<file path="src/rtl/callret_pkg.sv">
package callret_pkg;
  localparam int BW    = 8;
  localparam int NBYTE = 3;
  localparam int PCW   = NBYTE * BW;
  localparam int OPW   = 3;
  localparam int CW    = $clog2(NBYTE + 1);
  localparam logic [15:0] ABS_KEEP = 16'hF800;

  typedef enum logic [OPW-1:0] {
    OP_LCALL = 3'd0,
    OP_ACALL = 3'd1,
    OP_AJMP  = 3'd2,
    OP_INTR  = 3'd3,
    OP_RET   = 3'd4,
    OP_RETI  = 3'd5
  } op_e;

  typedef enum logic [1:0] {S_IDLE, S_XFER, S_SETTLE, S_DONE} seq_st_e;

  function automatic logic op_valid(input logic [OPW-1:0] c);
    return c <= OP_RETI;
  endfunction

  function automatic logic op_pops(input logic [OPW-1:0] c);
    return (c == OP_RET) || (c == OP_RETI);
  endfunction

  // number of stack bytes moved by an operation
  function automatic logic [CW-1:0] byte_count(input logic [OPW-1:0] c, input logic fl);
    if (c == OP_AJMP) return '0;
    return fl ? CW'(NBYTE) : CW'(NBYTE - 1);
  endfunction

  function automatic logic [PCW-1:0] abs_target(input logic [PCW-1:0] pc, input logic [2:0] hi3,
                                                input logic [BW-1:0] h, input logic [BW-1:0] l,
                                                input logic fl);
    logic [PCW-1:0] keep;
    keep = {8'h00, pc[15:0] & ABS_KEEP};
    if (fl) return keep | {5'b0, hi3, h, l};
    return keep | {13'b0, hi3, l};
  endfunction

  function automatic logic [PCW-1:0] long_target(input logic [BW-1:0] x, input logic [BW-1:0] h,
                                                 input logic [BW-1:0] l, input logic fl);
    return fl ? {x, h, l} : {8'h00, h, l};
  endfunction

  function automatic logic [PCW-1:0] intr_target(input logic [15:0] v);
    return {8'h00, v};
  endfunction
endpackage

</file>
<file path="src/rtl/callret_target.sv">
module callret_target
  import callret_pkg::*;
(
  input  logic [OPW-1:0] op,
  input  logic           flat,
  input  logic [PCW-1:0] pc,
  input  logic [2:0]     opc_hi,
  input  logic [BW-1:0]  tx,
  input  logic [BW-1:0]  th,
  input  logic [BW-1:0]  tl,
  input  logic [15:0]    vec,
  output logic [PCW-1:0] tgt
);
  always_comb begin
    case (op_e'(op))
      OP_LCALL:         tgt = long_target(tx, th, tl, flat);
      OP_ACALL, OP_AJMP: tgt = abs_target(pc, opc_hi, th, tl, flat);
      OP_INTR:          tgt = intr_target(vec);
      default:          tgt = '0;
    endcase
  end
endmodule

</file>
<file path="src/rtl/callret_byteseq.sv">
module callret_byteseq
  import callret_pkg::*;
(
  input  logic          clk,
  input  logic          rst_n,
  input  logic          start,
  input  logic [CW-1:0] nbytes,
  input  logic          dir_pop,
  input  logic          extra,
  input  logic          ack,
  output logic          push_req,
  output logic          pop_req,
  output logic          take,
  output logic [CW-1:0] idx,
  output logic          done,
  output logic          busy
);
  seq_st_e       st;
  logic [CW-1:0] cnt, nb_q;
  logic          pop_q, ext_q;
  logic          last_byte;

  assign last_byte = (cnt == nb_q - CW'(1));
  assign push_req  = (st == S_XFER) && !pop_q;
  assign pop_req   = (st == S_XFER) && pop_q;
  assign take      = (st == S_XFER) && ack;
  assign idx       = cnt;
  assign done      = (st == S_DONE);
  assign busy      = (st != S_IDLE);

  always_ff @(posedge clk) begin
    if (!rst_n) begin
      st    <= S_IDLE;
      cnt   <= '0;
      nb_q  <= '0;
      pop_q <= 1'b0;
      ext_q <= 1'b0;
    end else begin
      case (st)
        S_IDLE: if (start) begin
          nb_q  <= nbytes;
          pop_q <= dir_pop;
          ext_q <= extra;
          cnt   <= '0;
          st    <= (nbytes == '0) ? S_DONE : S_XFER;
        end
        S_XFER: if (ack) begin
          if (last_byte) st <= ext_q ? S_SETTLE : S_DONE;
          else           cnt <= cnt + CW'(1);
        end
        S_SETTLE: st <= S_DONE;
        default:  st <= S_IDLE;
      endcase
    end
  end


  xfer_cnt_chk: assert property (@(posedge clk) disable iff (!rst_n)
    (st == S_XFER) |-> (cnt < nb_q));

  settle_pop_chk: assert property (@(posedge clk) disable iff (!rst_n)
    (st == S_SETTLE) |-> (pop_q && ext_q));

  done_single_chk: assert property (@(posedge clk) disable iff (!rst_n)
    done |=> !done);
endmodule

</file>
<file path="src/rtl/callret_seq.sv">
module callret_seq
  import callret_pkg::*;
(
  input  logic           clk,
  input  logic           rst_n,
  input  logic           start,
  input  logic [2:0]     op,
  input  logic           flat,
  input  logic [23:0]    pc_in,
  input  logic [2:0]     opc_hi,
  input  logic [7:0]     tgt_x,
  input  logic [7:0]     tgt_h,
  input  logic [7:0]     tgt_l,
  input  logic [15:0]    vec,
  input  logic           stk_ack,
  input  logic [7:0]     pop_data,
  output logic           push_req,
  output logic           pop_req,
  output logic [7:0]     push_data,
  output logic           busy,
  output logic           pc_we,
  output logic [23:0]    pc_next,
  output logic           reti_pulse
);
  logic [OPW-1:0]            op_q;
  logic                      flat_q;
  logic [PCW-1:0]            pc_q, tgt_q, tgt_w;
  logic [NBYTE-1:0][BW-1:0]  ret_b;
  logic                      accept, take, done;
  logic [CW-1:0]             idx, slot;

  assign accept = start && !busy && op_valid(op);

  callret_target u_tgt (
    .op(op), .flat(flat), .pc(pc_in), .opc_hi(opc_hi),
    .tx(tgt_x), .th(tgt_h), .tl(tgt_l), .vec(vec), .tgt(tgt_w)
  );

  callret_byteseq u_seq (
    .clk(clk), .rst_n(rst_n), .start(accept),
    .nbytes(byte_count(op, flat)), .dir_pop(op_pops(op)),
    .extra(op_pops(op) && flat), .ack(stk_ack),
    .push_req(push_req), .pop_req(pop_req), .take(take),
    .idx(idx), .done(done), .busy(busy)
  );

  always_ff @(posedge clk) begin
    if (!rst_n) begin
      op_q   <= '0;
      flat_q <= 1'b0;
      pc_q   <= '0;
      tgt_q  <= '0;
    end else if (accept) begin
      op_q   <= op;
      flat_q <= flat;
      pc_q   <= pc_in;
      tgt_q  <= tgt_w;
    end
  end

  // push order: low byte first, extension last
  always_comb begin
    push_data = pc_q[BW-1:0];
    for (int k = 1; k < NBYTE; k++)
      if (idx == CW'(k)) push_data = pc_q[k*BW +: BW];
  end

  // pop order: slot 0 = extension, 1 = high, 2 = low
  assign slot = flat_q ? idx : idx + CW'(1);

  always_ff @(posedge clk) begin
    if (!rst_n) begin
      ret_b <= '0;
    end else if (take && pop_req) begin
      for (int s = 0; s < NBYTE; s++)
        if (slot == CW'(s)) ret_b[s] <= pop_data;
    end
  end

  assign pc_next    = op_pops(op_q) ? long_target(ret_b[0], ret_b[1], ret_b[2], flat_q) : tgt_q;
  assign pc_we      = done;
  assign reti_pulse = done && (op_q == OP_RETI);


  push_hold_chk: assert property (@(posedge clk) disable iff (!rst_n)
    (push_req && !stk_ack) |=> (push_req && $stable(push_data)));

  pop_hold_chk: assert property (@(posedge clk) disable iff (!rst_n)
    (pop_req && !stk_ack) |=> pop_req);

  req_excl_chk: assert property (@(posedge clk) disable iff (!rst_n)
    $onehot0({push_req, pop_req}));

  we_end_chk: assert property (@(posedge clk) disable iff (!rst_n)
    pc_we |=> (!busy && !pc_we));

  reti_with_we_chk: assert property (@(posedge clk) disable iff (!rst_n)
    reti_pulse |-> pc_we);

  hold_while_busy_chk: assert property (@(posedge clk) disable iff (!rst_n)
    (busy && !pc_we) |=> ($stable(pc_q) && $stable(op_q) && $stable(tgt_q)));

  jump_no_stack_chk: assert property (@(posedge clk) disable iff (!rst_n)
    (busy && op_q == OP_AJMP) |-> (!push_req && !pop_req));
endmodule

</file>
<file path="config.mk">
export PLATFORM = sky130hd
export DESIGN_NAME = callret_seq
export DESIGN_NICKNAME = d
export VERILOG_FILES = /design/src/rtl/callret_pkg.sv /design/src/rtl/callret_target.sv /design/src/rtl/callret_byteseq.sv /design/src/rtl/callret_seq.sv
export SDC_FILE = /design/constraint.sdc
export NUM_CORES = 1
export LEC_CHECK = 0
export ABC_CLOCK_PERIOD_IN_PS = 2420
export BUFFER_PORTS_ARGS = -buffer_cell sky130_fd_sc_hd__clkbuf_2
export CAP_MARGIN = 10
export CORE_MARGIN = 2
export CORE_UTILIZATION = 25
export DETAILED_ROUTE_END_ITERATION = 10
export PLACE_DENSITY = 0.52
export RECOVER_POWER = 50
export SYNTH_ARGS = -nofsm -noshare
export SYNTH_HDL_FRONTEND = slang
export SYNTH_HIERARCHICAL = 1
export SYNTH_SLANG_ARGS = --single-unit
</file>
<file path="constraint.sdc">
create_clock -name clk -period 2.42 [get_ports clk]
set_clock_uncertainty 0.1 [all_clocks]
set_input_delay 0.121 -clock clk [delete_from_list [all_inputs] [get_ports clk]]
set_output_delay 0.121 -clock clk [all_outputs]
set_load 0.005 [all_outputs]
</file>
==> results.sh <==
export IMPL_status="complete, no violations"
export IMPL_period_needed_ns=2.11
export IMPL_drtPass1Iterations=4
export IMPL_routedWlPerCell_um=16.4
export IMPL_via_per_inst=4.85
export IMPL_min_path_type="input pin to register"
export IMPL_row_count=49
export IMPL_synth_ff_type="dfxtp_1"
export IMPL_path_clk_slew_ns=0.06
export IMPL_grt_pass1_wl_um=23800
export IMPL_grt_setup_unrepaired="false"
export IMPL_period_share=0.873
export IMPL_cp_depth=6
export IMPL_synth_edff_count=0
export IMPL_min_path_cells=3
export IMPL_ys_types=50
export IMPL_p_leak_nw=2.29
export IMPL_cts_path_max_buffers=2
export IMPL_worstMarginPinSlew_ns=0.529
export IMPL_hold_start="pop_data[1]"
export IMPL_ys_warn_count=6
export IMPL_fillerInstances=1968
export IMPL_path_class="register to output pin"
export IMPL_whs_ns=0.00940
export IMPL_maxSlewViolCount=0
export IMPL_cts_inserted_buffers=9
export IMPL_cp_num_buf_inv=3
export IMPL_clkLatencyLatePin_ns=0.34
export IMPL_layout_common_cells="108 x clkbuf_2, 86 x nand2_1, 84 x dfxtp_1, 59 x o21ai_0, 58 x nand3_1"
export IMPL_cap_violations=0
export IMPL_cpMaxStageDelayCell="dfxtp_1"
export IMPL_netlist_instances=564
export IMPL_ant_nets=0
export IMPL_drt_iter0_markers=203
export IMPL_fmax_mhz=473
export IMPL_initial_core_util=0.256
export IMPL_grt_max_degree=43
export IMPL_crit_family="flip-flops"
export IMPL_critical_path_arrival_ns=1.89
export IMPL_coreArea_um2=18000
export IMPL_crit_chain="inv_1 -> ha_1 -> buf_4 -> mux2i_1 -> o21ai_0 -> clkbuf_2"
export IMPL_drc=0
export IMPL_r2r_start="u_seq/st[0]"
export IMPL_setup_violations=0
export IMPL_portBuffers=119
export IMPL_dieWidth_um=140
export IMPL_cts_num_sinks=84
export IMPL_avgSynthCellArea_um2=8.18
export IMPL_synth_seq_cells=84
export IMPL_post_cts_resized=0
export IMPL_h_tree_depth=3
export IMPL_startpoint_type="register"
export IMPL_syn_to_final_growth_pct=29.1
export IMPL_reg2reg_depth=8
export IMPL_async_reset_ff_frac=0
export IMPL_grtUsageTotal=0.156
export IMPL_die_h_um=140
export IMPL_critPathMaxStageDelay_ns=0.50
export IMPL_cts_tree="built"
export IMPL_critPathMaxFanout=9
export IMPL_yosysSeqAreaShare=0.365
export IMPL_multiInputGateArea_um2=2710
export IMPL_fin_setup_tns_ns=0
export IMPL_seq_area_um2=1680
export IMPL_dieArea_um2=19500
export IMPL_crit_required_ns=2.20
export IMPL_overflow=0
export IMPL_hold_viol=0
export IMPL_num_vias=4486
export IMPL_place_gp_congestion=0.830
export IMPL_power_density_nw_per_um2=711
export IMPL_slew_headroom=0.647
export IMPL_first_global_vias=4352
export IMPL_cts_root_buf="clkbuf_16"
export IMPL_utilization=0.330
export IMPL_critPathLaunch="u_seq/idx[1]"
export IMPL_dp_hpwl_um=10900
export IMPL_crit_path_end_kind="output pin"
export IMPL_synthesis_area_um2=4610
export IMPL_syn_num_nets=654
export IMPL_fin_nets=779
export IMPL_peakVddDrop_mv=0.427
export IMPL_ios=120
export IMPL_layout_commonest_cell="clkbuf_2"
export IMPL_antenna_found_initial=1
export IMPL_wl_um=15200
export IMPL_final_layout_size_suffix_gt1_frac=0.229
[cells by family (layout without fill, tap and decap cells)]
logic type | Yosys count | in the layout | share of synthesized area
DFF | 84 | 84 | 0.365
other | 0 | 1 | 0
muxes | 51 | 51 | 0.115
AOI/OAI and AO/OA | 162 | 162 | 0.237
buffers and inverters | 54 | 184 | 0.0496
and+or+nand+nor | 204 | 204 | 0.211
adders and majority gates | 7 | 7 | 0.0190
xor gates and xnor gates | 2 | 2 | 0.00380
[synthesized netlist by cell type (2+ instances only)]
master | count | area [um^2]
a21boi_1 | 50 | 375
a21oi_1 | 14 | 70.1
a21oi_4 | 3 | 48.8
a221o_1 | 5 | 50.1
a22oi_1 | 2 | 15.0
a32oi_1 | 2 | 17.5
and2_1 | 10 | 62.6
and3_1 | 5 | 31.3
buf_2 | 8 | 40.0
buf_4 | 2 | 15.0
clkbuf_1 | 34 | 128
dfxtp_1 | 84 | 1680
ha_1 | 7 | 87.6
inv_1 | 7 | 26.3
mux2_1 | 2 | 22.5
mux2_2 | 14 | 158
mux2i_1 | 35 | 350
nand2_1 | 87 | 327
nand2b_1 | 7 | 43.8
nand3_1 | 58 | 290
nand3b_1 | 6 | 45.0
nand4_1 | 2 | 12.5
nor2_1 | 15 | 56.3
nor2b_1 | 3 | 18.8
o2111a_1 | 3 | 33.8
o211ai_1 | 5 | 37.5
o21ai_0 | 59 | 295
o21ai_1 | 9 | 45.0
or3_1 | 3 | 18.8
or3b_1 | 3 | 26.3
[report_power, final]
group          switching, W  internal (W)  leakage (nW)
combinational      0.000817      0.000530          1.48
sequential        0.0000935       0.00151         0.682
clock              0.000556      0.000721         0.129
[registers in the layout, summed over array words and instances (netlist names)]
name / count
flat_q: 1
op_q: 3
pc_q: 24
ret_b: 24
tgt_q: 24
u_seq/ext_q: 1
u_seq/idx: 2
u_seq/nb_q: 2
u_seq/pop_q: 1
u_seq/st: 2
[final timing paths]
| kind | endpoint | slack (ns) |
|---|---|---|
| max | push_data[3] | 0.31 |
| min reg2reg | ret_b[10] | 0.36 |
| min | ret_b[1] | 0.009 |
| max reg2reg | tgt_q[12] | 0.32 |
[worst register-to-register path: stages, from the launching register on]
cell and delay (ns):
dfxtp_1 0.43, inv_1 0.09, ha_1 0.31, inv_1 0.10, clkbuf_1 0.35, nor2b_4 0.07
clkbuf_4 0.30, nand3_1 0.16, a21boi_0 0.08
[final cells by class]
type,count,share of cell area
diodes,1,0.000420
well taps,229,0.0481
clock buffers,12,0.0414
multi-input cells,426,0.455
clock inverters,4,0.00420
flip-flops and latches,84,0.282
repair buffers,160,0.163
inverters,8,0.00504
[stage by stage]
| step | cells | setup slack, ns | total power, W | cell area [um^2] |
|---|---|---|---|---|
| 3_5_place_dp | 881 | 0.387 | 0.00299 | 5440 |
| 2_1_floorplan | 564 | 0.00198 | 0.00250 | 4620 |
| 5_1_grt | 924 | 0.118 | 0.00450 | 5960 |
| 6_report | 924 | 0.308 | 0.00423 | 5960 |
| 3_3_place_gp | 881 | 0.372 | 0.00300 | 5440 |
| 4_1_cts | 923 | 0.304 | 0.00431 | 5970 |
[routing by layer]
layer / track usage / vias up / routed length, um
li1: - / 2241 / -
met1: 0.217 / 2126 / 7130
met4: 0.0542 / 0 / 309
met2: 0.244 / 100 / 7080
met5: 0 / - / 0
met3: 0.0248 / 19 / 679
[timing repair]
action / in CTS / in global routing
endpoints found under the hold margin: 29 / 0
hold buffers: 26 / 0
setup buffers: 0 / 0
setup endpoints to repair: 0 / 0
(Power assumes the default switching activity.)
